### config.mk
export PLATFORM = sky130hd
export DESIGN_NAME = tile_row_mac
export DESIGN_NICKNAME = d
export VERILOG_FILES = /design/src/rtl/tile_row_pkg.sv /design/src/rtl/lane_clamp.sv /design/src/rtl/row_dot.sv /design/src/rtl/row_level.sv /design/src/rtl/tile_row_mac.sv
export SDC_FILE = /design/constraint.sdc
export NUM_CORES = 1
export LEC_CHECK = 0
export ABC_AREA = 1
export CORE_ASPECT_RATIO = 1.4
export CORE_UTILIZATION = 35
export CTS_BUF_LIST = sky130_fd_sc_hd__clkbuf_8
export DETAILED_ROUTE_END_ITERATION = 12
export GPL_ROUTABILITY_DRIVEN = 0
export PLACE_DENSITY_LB_ADDON = 0.1
export SETUP_SLACK_MARGIN = 0.5
export SYNTH_ARGS = -nofsm -noshare
export SYNTH_HDL_FRONTEND = slang
export SYNTH_SLANG_ARGS = --single-unit
### constraint.sdc
create_clock -name clk -period 14 [get_ports clk]
set_clock_uncertainty 0.2 [all_clocks]
set_input_delay 2.8 -clock clk [delete_from_list [all_inputs] [get_ports clk]]
set_output_delay 2.8 -clock clk [all_outputs]
set_load 0.01 [all_outputs]
### src/rtl/tile_row_pkg.sv
package tile_row_pkg;
    typedef enum logic {
        PH_IDLE = 1'b0,
        PH_RUN  = 1'b1
    } phase_e;
endpackage

### src/rtl/lane_clamp.sv
module lane_clamp #(
    parameter int IN_W  = 8,
    parameter int LVL_W = 4
) (
    input  logic [IN_W-1:0]  raw_i,
    output logic [LVL_W-1:0] lvl_o,
    output logic             clip_o
);
    localparam logic [IN_W-1:0] MAXV = IN_W'((1 << LVL_W) - 1);

    always_comb begin
        clip_o = (raw_i > MAXV);
        lvl_o  = clip_o ? MAXV[LVL_W-1:0] : raw_i[LVL_W-1:0];
    end
endmodule

### src/rtl/row_dot.sv
module row_dot #(
    parameter int LANES = 8,
    parameter int LVL_W = 4,
    parameter int W_W   = 4,
    parameter int SUM_W = 12
) (
    input  logic [LANES*LVL_W-1:0]  lvl_i,
    input  logic [LANES*W_W-1:0]    mag_i,
    input  logic [LANES-1:0]        neg_i,
    output logic signed [SUM_W-1:0] sum_o
);
    localparam int PROD_W = LVL_W + W_W;

    logic [PROD_W-1:0]        prod;
    logic signed [SUM_W-1:0]  term;
    logic signed [SUM_W-1:0]  acc;

    always_comb begin
        acc  = '0;
        prod = '0;
        term = '0;
        for (int i = 0; i < LANES; i++) begin
            prod = PROD_W'(lvl_i[i*LVL_W +: LVL_W]) * PROD_W'(mag_i[i*W_W +: W_W]);
            term = $signed({{(SUM_W-PROD_W){1'b0}}, prod});
            acc  = neg_i[i] ? (acc - term) : (acc + term);
        end
        sum_o = acc;
    end
endmodule

### src/rtl/row_level.sv
module row_level #(
    parameter int SUM_W   = 12,
    parameter int LVL_W   = 4,
    parameter int DIV_LOG = 3
) (
    input  logic signed [SUM_W-1:0] sum_i,
    output logic [LVL_W-1:0]        lvl_o
);
    localparam logic [SUM_W-1:0] BIAS = SUM_W'((1 << DIV_LOG) - 1);
    localparam logic [SUM_W-1:0] MAXV = SUM_W'((1 << LVL_W) - 1);

    logic [SUM_W-1:0] biased;
    logic [SUM_W-1:0] quot;

    always_comb begin
        biased = $unsigned(sum_i) + BIAS;
        quot   = biased >> DIV_LOG;
        if (sum_i <= 0)
            lvl_o = '0;
        else if (quot > MAXV)
            lvl_o = MAXV[LVL_W-1:0];
        else
            lvl_o = quot[LVL_W-1:0];
    end
endmodule

### src/rtl/tile_row_mac.sv
module tile_row_mac
    import tile_row_pkg::*;
#(
    parameter int LANES = 8,
    parameter int ROWS  = 8,
    parameter int IN_W  = 8,
    parameter int W_W   = 4,
    parameter int LVL_W = 4,
    parameter int SUM_W = 12
) (
    input  logic                    clk,
    input  logic                    rst_n,
    input  logic                    start,
    input  logic                    locked,
    input  logic [LANES*IN_W-1:0]   in_raw,
    input  logic [ROWS*LANES*W_W-1:0] w_mag,
    input  logic [ROWS*LANES-1:0]   w_neg,
    output logic                    busy,
    output logic                    done,
    output logic [ROWS*SUM_W-1:0]   row_raw,
    output logic [ROWS*LVL_W-1:0]   row_lvl,
    output logic [LANES*LVL_W-1:0]  drive,
    output logic [LANES-1:0]        clip
);
    localparam int IDX_W   = (ROWS > 1) ? $clog2(ROWS) : 1;
    localparam int ROW_MAG = LANES * W_W;

    typedef struct packed {
        phase_e                   phase;
        logic                     done;
        logic [IDX_W-1:0]         idx;
        logic [ROWS*SUM_W-1:0]    raw;
        logic [ROWS*LVL_W-1:0]    lvl;
        logic [LANES*LVL_W-1:0]   drv;
        logic [LANES-1:0]         clip;
    } state_t;

    state_t st_d, st_q;

    // lane clamping, one instance per lane
    logic [LANES*LVL_W-1:0] in_lvl;
    logic [LANES-1:0]       in_clip;

    for (genvar g = 0; g < LANES; g++) begin : g_lane
        lane_clamp #(.IN_W(IN_W), .LVL_W(LVL_W)) u_clamp (
            .raw_i  (in_raw[g*IN_W +: IN_W]),
            .lvl_o  (in_lvl[g*LVL_W +: LVL_W]),
            .clip_o (in_clip[g])
        );
    end

    // the row selected by the running index
    logic [ROW_MAG-1:0]      cur_mag;
    logic [LANES-1:0]        cur_neg;
    logic signed [SUM_W-1:0] cur_sum;
    logic [LVL_W-1:0]        cur_lvl;

    always_comb begin
        cur_mag = w_mag[st_q.idx*ROW_MAG +: ROW_MAG];
        cur_neg = w_neg[st_q.idx*LANES +: LANES];
    end

    row_dot #(.LANES(LANES), .LVL_W(LVL_W), .W_W(W_W), .SUM_W(SUM_W)) u_dot (
        .lvl_i (in_lvl),
        .mag_i (cur_mag),
        .neg_i (cur_neg),
        .sum_o (cur_sum)
    );

    row_level #(.SUM_W(SUM_W), .LVL_W(LVL_W), .DIV_LOG(3)) u_level (
        .sum_i (cur_sum),
        .lvl_o (cur_lvl)
    );

    always_comb begin
        st_d      = st_q;
        st_d.done = 1'b0;
        case (st_q.phase)
            PH_IDLE: begin
                if (start) begin
                    st_d.phase = PH_RUN;
                    st_d.idx   = '0;
                end
            end
            PH_RUN: begin
                st_d.raw[st_q.idx*SUM_W +: SUM_W] = cur_sum;
                st_d.lvl[st_q.idx*LVL_W +: LVL_W] = cur_lvl;
                if (st_q.idx == IDX_W'(ROWS - 1)) begin
                    st_d.phase = PH_IDLE;
                    st_d.done  = 1'b1;
                    st_d.clip  = in_clip;
                    st_d.drv   = locked ? in_lvl : st_d.lvl[LANES*LVL_W-1:0];
                end else begin
                    st_d.idx = st_q.idx + 1'b1;
                end
            end
            default: st_d.phase = PH_IDLE;
        endcase
    end

    always_ff @(posedge clk or negedge rst_n) begin
        if (!rst_n) st_q <= '0;
        else        st_q <= st_d;
    end

    assign busy    = (st_q.phase == PH_RUN);
    assign done    = st_q.done;
    assign row_raw = st_q.raw;
    assign row_lvl = st_q.lvl;
    assign drive   = st_q.drv;
    assign clip    = st_q.clip;
endmodule

Word level (Yosys, flattened, before mapping). Cells that the tools add are included.

Shifts and indexed selects: 6. Add/subtract/negate cells: 19. Equality and inequality tests: 3. Multiplexer cells: 28. Reduce and logical (&&, ||, !) cells: 2. Bitwise logic cells: 1. Multipliers: 9. $lt $le $gt $ge: 10.

Operators by type and width (number): indexed part select 256 x 9 -> 32 bit (1); bitwise mux 96 bit (1); 2-to-1 mux 12 bit (8); variable shift 12 x 34 -> 96 bit (first input constant) (1); indexed part select 12 x 34 -> 96 bit (1); adder 12 x 9 -> 12 bit (7); subtractor 12 x 9 -> 12 bit (7); greater-than comparator 8 x 4 -> 1 bit (second input constant) (8); multiplier 4 x 4 -> 8 bit (8); indexed part select 64 x 7 -> 8 bit (1); 2-to-1 mux 4 bit (10); negation 5 -> 34 bit (1); negation 7 -> 34 bit (1); variable shift 4 x 34 -> 32 bit (first input constant) (1); indexed part select 4 x 34 -> 32 bit (1); bitwise mux 32 bit (1); 2-to-1 mux 32 bit (1); adder 12 x 3 -> 12 bit (second input constant) (1); less-or-equal comparator 12 x 1 -> 1 bit (second input constant) (1); greater-than comparator 9 x 4 -> 1 bit (second input constant) (1); subtractor 1 x 8 -> 9 bit (first input constant) (1); 2-to-1 mux 3 bit (2); case mux 3 bit (2 select lines) (1); multiplier 3 x 2 -> 5 bit (second input constant) (1); 8 further kinds (11).

Logic and storage cells: 85. Output and inout port bits: 170. Bits in registers: 173.

Logic depth before layout (Yosys ltp). Gate-level depths: netlist (run 1).

Depth in word-level cells: 26. Gate-level depth with buffers: 71. Depth with buffers taken out: 66.

Cells and area by module. A second synthesis (run 1) with hierarchy kept.

Cells, all modules: 3389. Area total of the unflattened synthesis: 21795.9 um^2.

By module, submodules not included: tile_row_mac (cells an instance 1910, seq. area each 4329.2 um^2, times used 1, area an instance 12727.2 um^2); row_dot (cells an instance 1341, seq. area each 0.0 um^2, times used 1, area an instance 8411.8 um^2); lane_clamp (cells an instance 11, seq. area each 0.0 um^2, times used 8, area an instance 51.3 um^2); row_level (cells an instance 50, seq. area each 0.0 um^2, times used 1, area an instance 246.5 um^2).

Worst setup path before layout (run 1). No wires, ideal clock.

Path kind: input-to-reg. Start: input w_mag[163]. End: register st_q, in the netlist drive[16]. Slack: 1.564 ns. Arrival time: 12.119 ns. Cell stages on the path: 64. Library setup time: 0.117 ns. Path through: nand2_1 -> a32o_1 -> nand2_1 -> nand2_1 -> or2_2 -> fa_1 -> inv_1 -> fa_1 -> inv_1 -> fa_1 -> xor2_1 -> inv_1 -> ha_1 -> a21oi_1 -> nand2_1 -> a21oi_1 -> o21bai_1 -> xnor2_1 -> [... 28 more ...] -> nand3_1 -> o2111a_1 -> nand3b_1 -> nand2_1 -> inv_1 -> nand3_1 -> nand2_1 -> inv_1 -> nand3_2 -> and3_1 -> buf_6 -> buf_6 -> nand3_1 -> nand2_1 -> o21ai_1 -> nand2_1 -> nand2_1 -> nand2_1.

Cells in the longest elaborated chain, start to end: 25. Elaborated cells between the ends (all ways): 33. Classes of those cells: add/sub (16); mul (1); order compare (2); shift (2); mux (12).

RTL lines: from (decl) (line tile_row_mac.sv:16) `input logic [ROWS*LANES*W_W-1:0] w_mag,`; indexed part select 256 x 9 -> 32 bit * (line tile_row_mac.sv:59) `cur_mag = w_mag[st_q.idx*ROW_MAG +: ROW_MAG];`; multiplier 4 x 4 -> 8 bit * (line row_dot.sv:23) `prod = PROD_W'(lvl_i[i*LVL_W +: LVL_W]) * PROD_W'(mag_i[i*W_W +: W_W]);`; subtractor 1 x 8 -> 9 bit (line row_dot.sv:25) `acc = neg_i[i] ? (acc - term) : (acc + term);`; 2-to-1 mux 12 bit * (line row_dot.sv:25); adder 12 x 9 -> 12 bit / subtractor 12 x 9 -> 12 bit (equally long branches) (line row_dot.sv:25); 2-to-1 mux 12 bit * (line row_dot.sv:25); adder 12 x 9 -> 12 bit / subtractor 12 x 9 -> 12 bit (equally long branches) (line row_dot.sv:25); 2-to-1 mux 12 bit * (line row_dot.sv:25); [... 9 more ...]; 2-to-1 mux 12 bit * (line row_dot.sv:25); adder 12 x 3 -> 12 bit (line row_level.sv:16) `biased = $unsigned(sum_i) + BIAS;`; greater-than comparator 9 x 4 -> 1 bit (line row_level.sv:20) `else if (quot > MAXV)`; 2-to-1 mux 4 bit (line row_level.sv:20); 2-to-1 mux 4 bit * (line row_level.sv:18) `if (sum_i <= 0)`; indexed part select 4 x 34 -> 32 bit * (line tile_row_mac.sv:87) `st_d.lvl[st_q.idx*LVL_W +: LVL_W] = cur_lvl;`; bitwise mux 32 bit * (line tile_row_mac.sv:87); 2-to-1 mux 32 bit * (line tile_row_mac.sv:92) `st_d.drv = locked ? in_lvl : st_d.lvl[LANES*LVL_W-1:0];`; to (signal assigned) (line tile_row_mac.sv:103) `else st_q <= st_d;`; to (decl) (line tile_row_mac.sv:38) `state_t st_d, st_q;`.

Mark *: on every way between the ends. The rest lies on a longest branch, timed or not. A chain may end at the register's enable or synchronous reset.

Worst setup path after layout (run 1).
Start: input w_mag[197]. End: register st_q, in the netlist row_raw[55].

Cells in the longest elaborated chain, start to end: 18. Elaborated cells between the ends (all ways): 25. Classes of those cells: add/sub (14); mul (1); shift (2); mux (8).

RTL lines: indexed part select 256 x 9 -> 32 bit * (line tile_row_mac.sv:59); multiplier 4 x 4 -> 8 bit * (line row_dot.sv:23); adder 12 x 9 -> 12 bit / subtractor 12 x 9 -> 12 bit (equally long branches) (line row_dot.sv:25); 2-to-1 mux 12 bit * (line row_dot.sv:25); adder 12 x 9 -> 12 bit / subtractor 12 x 9 -> 12 bit (equally long branches) (line row_dot.sv:25); 2-to-1 mux 12 bit * (line row_dot.sv:25); adder 12 x 9 -> 12 bit / subtractor 12 x 9 -> 12 bit (equally long branches) (line row_dot.sv:25); 2-to-1 mux 12 bit * (line row_dot.sv:25); [... 2 more ...]; adder 12 x 9 -> 12 bit / subtractor 12 x 9 -> 12 bit (equally long branches) (line row_dot.sv:25); 2-to-1 mux 12 bit * (line row_dot.sv:25); adder 12 x 9 -> 12 bit / subtractor 12 x 9 -> 12 bit (equally long branches) (line row_dot.sv:25); 2-to-1 mux 12 bit * (line row_dot.sv:25); adder 12 x 9 -> 12 bit / subtractor 12 x 9 -> 12 bit (equally long branches) (line row_dot.sv:25); 2-to-1 mux 12 bit * (line row_dot.sv:25); indexed part select 12 x 34 -> 96 bit * (line tile_row_mac.sv:86) `st_d.raw[st_q.idx*SUM_W +: SUM_W] = cur_sum;`; bitwise mux 96 bit * (line tile_row_mac.sv:86).

Marked as above.

==> results of run 1 <==
## worst max-delay path: cells and delay by family
family / cells / cell delay, ps
adders and majority gates: 10 / 3660
buffers and inverters: 15 / 1880
and+or+nand+nor: 13 / 1480
AOI/OAI and AO/OA: 14 / 2140
xor gates and xnor gates: 7 / 1150
## synthesized netlist by cell type, types with 7 or more instances
cell      count  share of area [%]
buf_2        12               0.27
o21bai_1      7               0.24
nor2_1      289                4.9
buf_1        12               0.20
a21o_1        9               0.31
nand2_2      12               0.34
nand3b_1     19               0.65
nand2_1     952                 16
o21ai_0     143                3.3
nand4_1      35                1.0
o21ai_1      43               0.98
clkbuf_1     66                1.1
nor3_1       40               0.91
o22ai_1      11               0.31
buf_4       173                5.9
a31oi_1      11               0.31
xor2_1       88                3.5
a21oi_1     229                5.2
xnor2_1      33                1.3
dfrtp_1     173                 20
ha_1        197                 11
o31ai_1       8               0.27
mux2i_1      18               0.82
o211ai_1     10               0.34
fa_1         40                3.6
nand3_1     158                3.6
inv_1       403                6.9
or2_2        38                1.1
buf_6        15               0.77
a32o_1       40                1.8
## cells in the final DEF, fill, tap and decap left out, drive strengths merged, types with 38 or more instances in the layout
| cell | n |
|---|---|
| or2 | 38 |
| clkdlybuf4s50 | 556 |
| a21oi | 230 |
| o21ai | 190 |
| nor2 | 299 |
| fa | 40 |
| buf | 155 |
| ha | 197 |
| dfrtp | 173 |
| xor2 | 88 |
| nand2 | 965 |
| nand3 | 163 |
| nor3 | 43 |
| a32o | 40 |
| inv | 413 |
## final cells by class
cell class | count | area [sq um]
fillers | 6511 | 33190
clock buffers | 17 | 234.0
multi-input cells | 2498 | 14760
repair buffers | 711 | 6749
well taps | 825 | 1032
diodes | 4 | 10.01
inverters | 411 | 1550
clock inverters | 15 | 167.7
flip-flops and latches | 173 | 4335
## final timing paths
path / start / to / slack, ps / cells past startpoint
hold reg to reg: drive[23] / drive[23] / 280 / 2
setup reg to reg: st_q[169] / row_raw[55] / 2260 / 58
hold / removal: drive[23] / drive[23] / 280 / 2
setup / recovery: w_mag[197] / row_raw[55] / 1080 / 59
max in group asynchronous: rst_n / drive[3] / 9510 / 3
min in group asynchronous: rst_n / row_raw[76] / 2030 / 1
## repair_timing
action | in CTS | in global routing
pin swaps | 0 | 42
buffers inserted | 0 | 7
resized for setup | 5 | 93
hold buffers | 0 | 0
setup endpoints to repair | 4 | 120
## cell families after synthesis
logic type	share of synthesized area, %
xor gates and xnor gates	4.821
muxes	0.9221
adders and majority gates	14.86
AOI/OAI and AO/OA	14.62
and+or+nand+nor	29.79
DFF	19.69
buffers and inverters	15.30
## routing by layer
metal	wire length (um)	up-vias	global-route usage (%)	part of all wire (%)
li1	-	11610	-	-
met1	33070	10680	29.28	37
met2	46330	684	52.45	52
met3	4742	126	3.405	5.4
met4	4219	6	11.67	4.8
met5	39	-	0	0.044
## stage by stage
| stage | hold slack (ps) | setup WS [ps] | cells | cell area (sq um) | TNS [ps] |
|---|---|---|---|---|---|
| 2_1_floorplan | 250.0 | 1564 | 3360 | 21980 | 0 |
| 3_3_place_gp | 263.1 | -36.45 | 4611 | 27900 | -99.50 |
| 3_5_place_dp | 268.5 | -77.62 | 4611 | 27900 | -223.9 |
| 4_1_cts | 293.7 | 516.9 | 4643 | 28310 | 0 |
| 5_1_grt | 315.1 | 367.7 | 4652 | 28830 | 0 |
| 6_report | 284.4 | 1079 | 4654 | 28840 | 0 |
## flip-flops by register name, indices dropped and copies added, names as in the netlist
register / cells
busy: 1
clip: 8
st_q: 3
drive: 32
row_lvl: 32
row_raw: 96
done: 1
==> run summary, run 1 <==
largest net degree at the start of global routing: 75
CTS root buf: clkbuf_8
mean post-synth cell area: 6.542 sq um
Setup CP Type: in -> reg
CP most frequent cell: inv_1
Clock Path Buffers: 2
port buffer count: 557
Die Area: 63,820 sq um
H-tree depth: 4
Worst EP required: 14,200 ps
final HPWL from detailed placement: 73,800 um
drt total wl: 88,400 um
cell area after synthesis: 21,980 sq um
arrival time at the worst endpoint: 13,120 ps
RSZ-0062 raised after global routing: no
crit end category: flop
Fmax: 0.07739 GHz
initial antenna violation count: 10
Final Setup Violations: 0
Min-Delay Path Class: reg -> reg
die height: 298.5 um
Synth Flop Type: dfrtp_1
cell count after synthesis: 3,360
clock transition at the registers of the reported paths: 100 ps
post-synthesis sequential area ratio: 19.69%
Die X-Extent: 213.8 um
CTS buffer count: 17
layout net count: 4,437
Syn-to-layout area delta: 31.20%
CP max stage delay: 590 ps
Slew Limit Headroom: 35.02%
gr usage total: 27.31%
critical path's slowest cell: fa_2
Initial Util: 35.44%
kind of start point of the critical path: input port
Routed Antenna Nets: 0
clock latency on the worst-skew pair: 500 ps
status: finished clean
number of synthesized flops with an enable pin: 0
Sink Count: 173
initial drt markers: 1,264
total grt overflow: 0
Synth cell types: 57
Rows: 108
Hold Vio Cnt, Final: 0
ratio of cells with drive above 1 in the final layout: 9.046%
Tightest Pin Transition: 967.3 ps
1st-pass router iterations: 5
post-synthesis net count: 3,985
Core Region: 62,020 sq um
number of global-route vias before repair: 22,570
vias per inst: 4.964
drt wl/cell: 18.99 um
Post-route DRC: 0
Final period util: 92.30%
Max Cap Viol: 0
Seq cells post-synth: 173
Async SR Flop Fraction: 100.0%
Worst Path Max Fanout: 5
Final Core Density: 46.50%
I/O pins: 558
Synth warnings: 0
Max Slew Vio Count: 0
DR vias: 23,100
minimum clock period: 12,920 ps
CTS tree: built
first-pass GRT wire length: 131,000 um
Power of run 1 is left out: the tool's default activity adds up to more than one toggle a clock period on the data nets, which glitch-free logic cannot reach.
==> inputs of run 2 (changes only) <==
Settings changed: CTS_BUF_LIST sky130_fd_sc_hd__clkbuf_8 to sky130_fd_sc_hd__clkbuf_4 sky130_fd_sc_hd__clkbuf_8.
==> results of run 2 <==
The final DEF is identical to that of run 1; final timing and power are the same.
Power of run 2 is left out for the same reason.
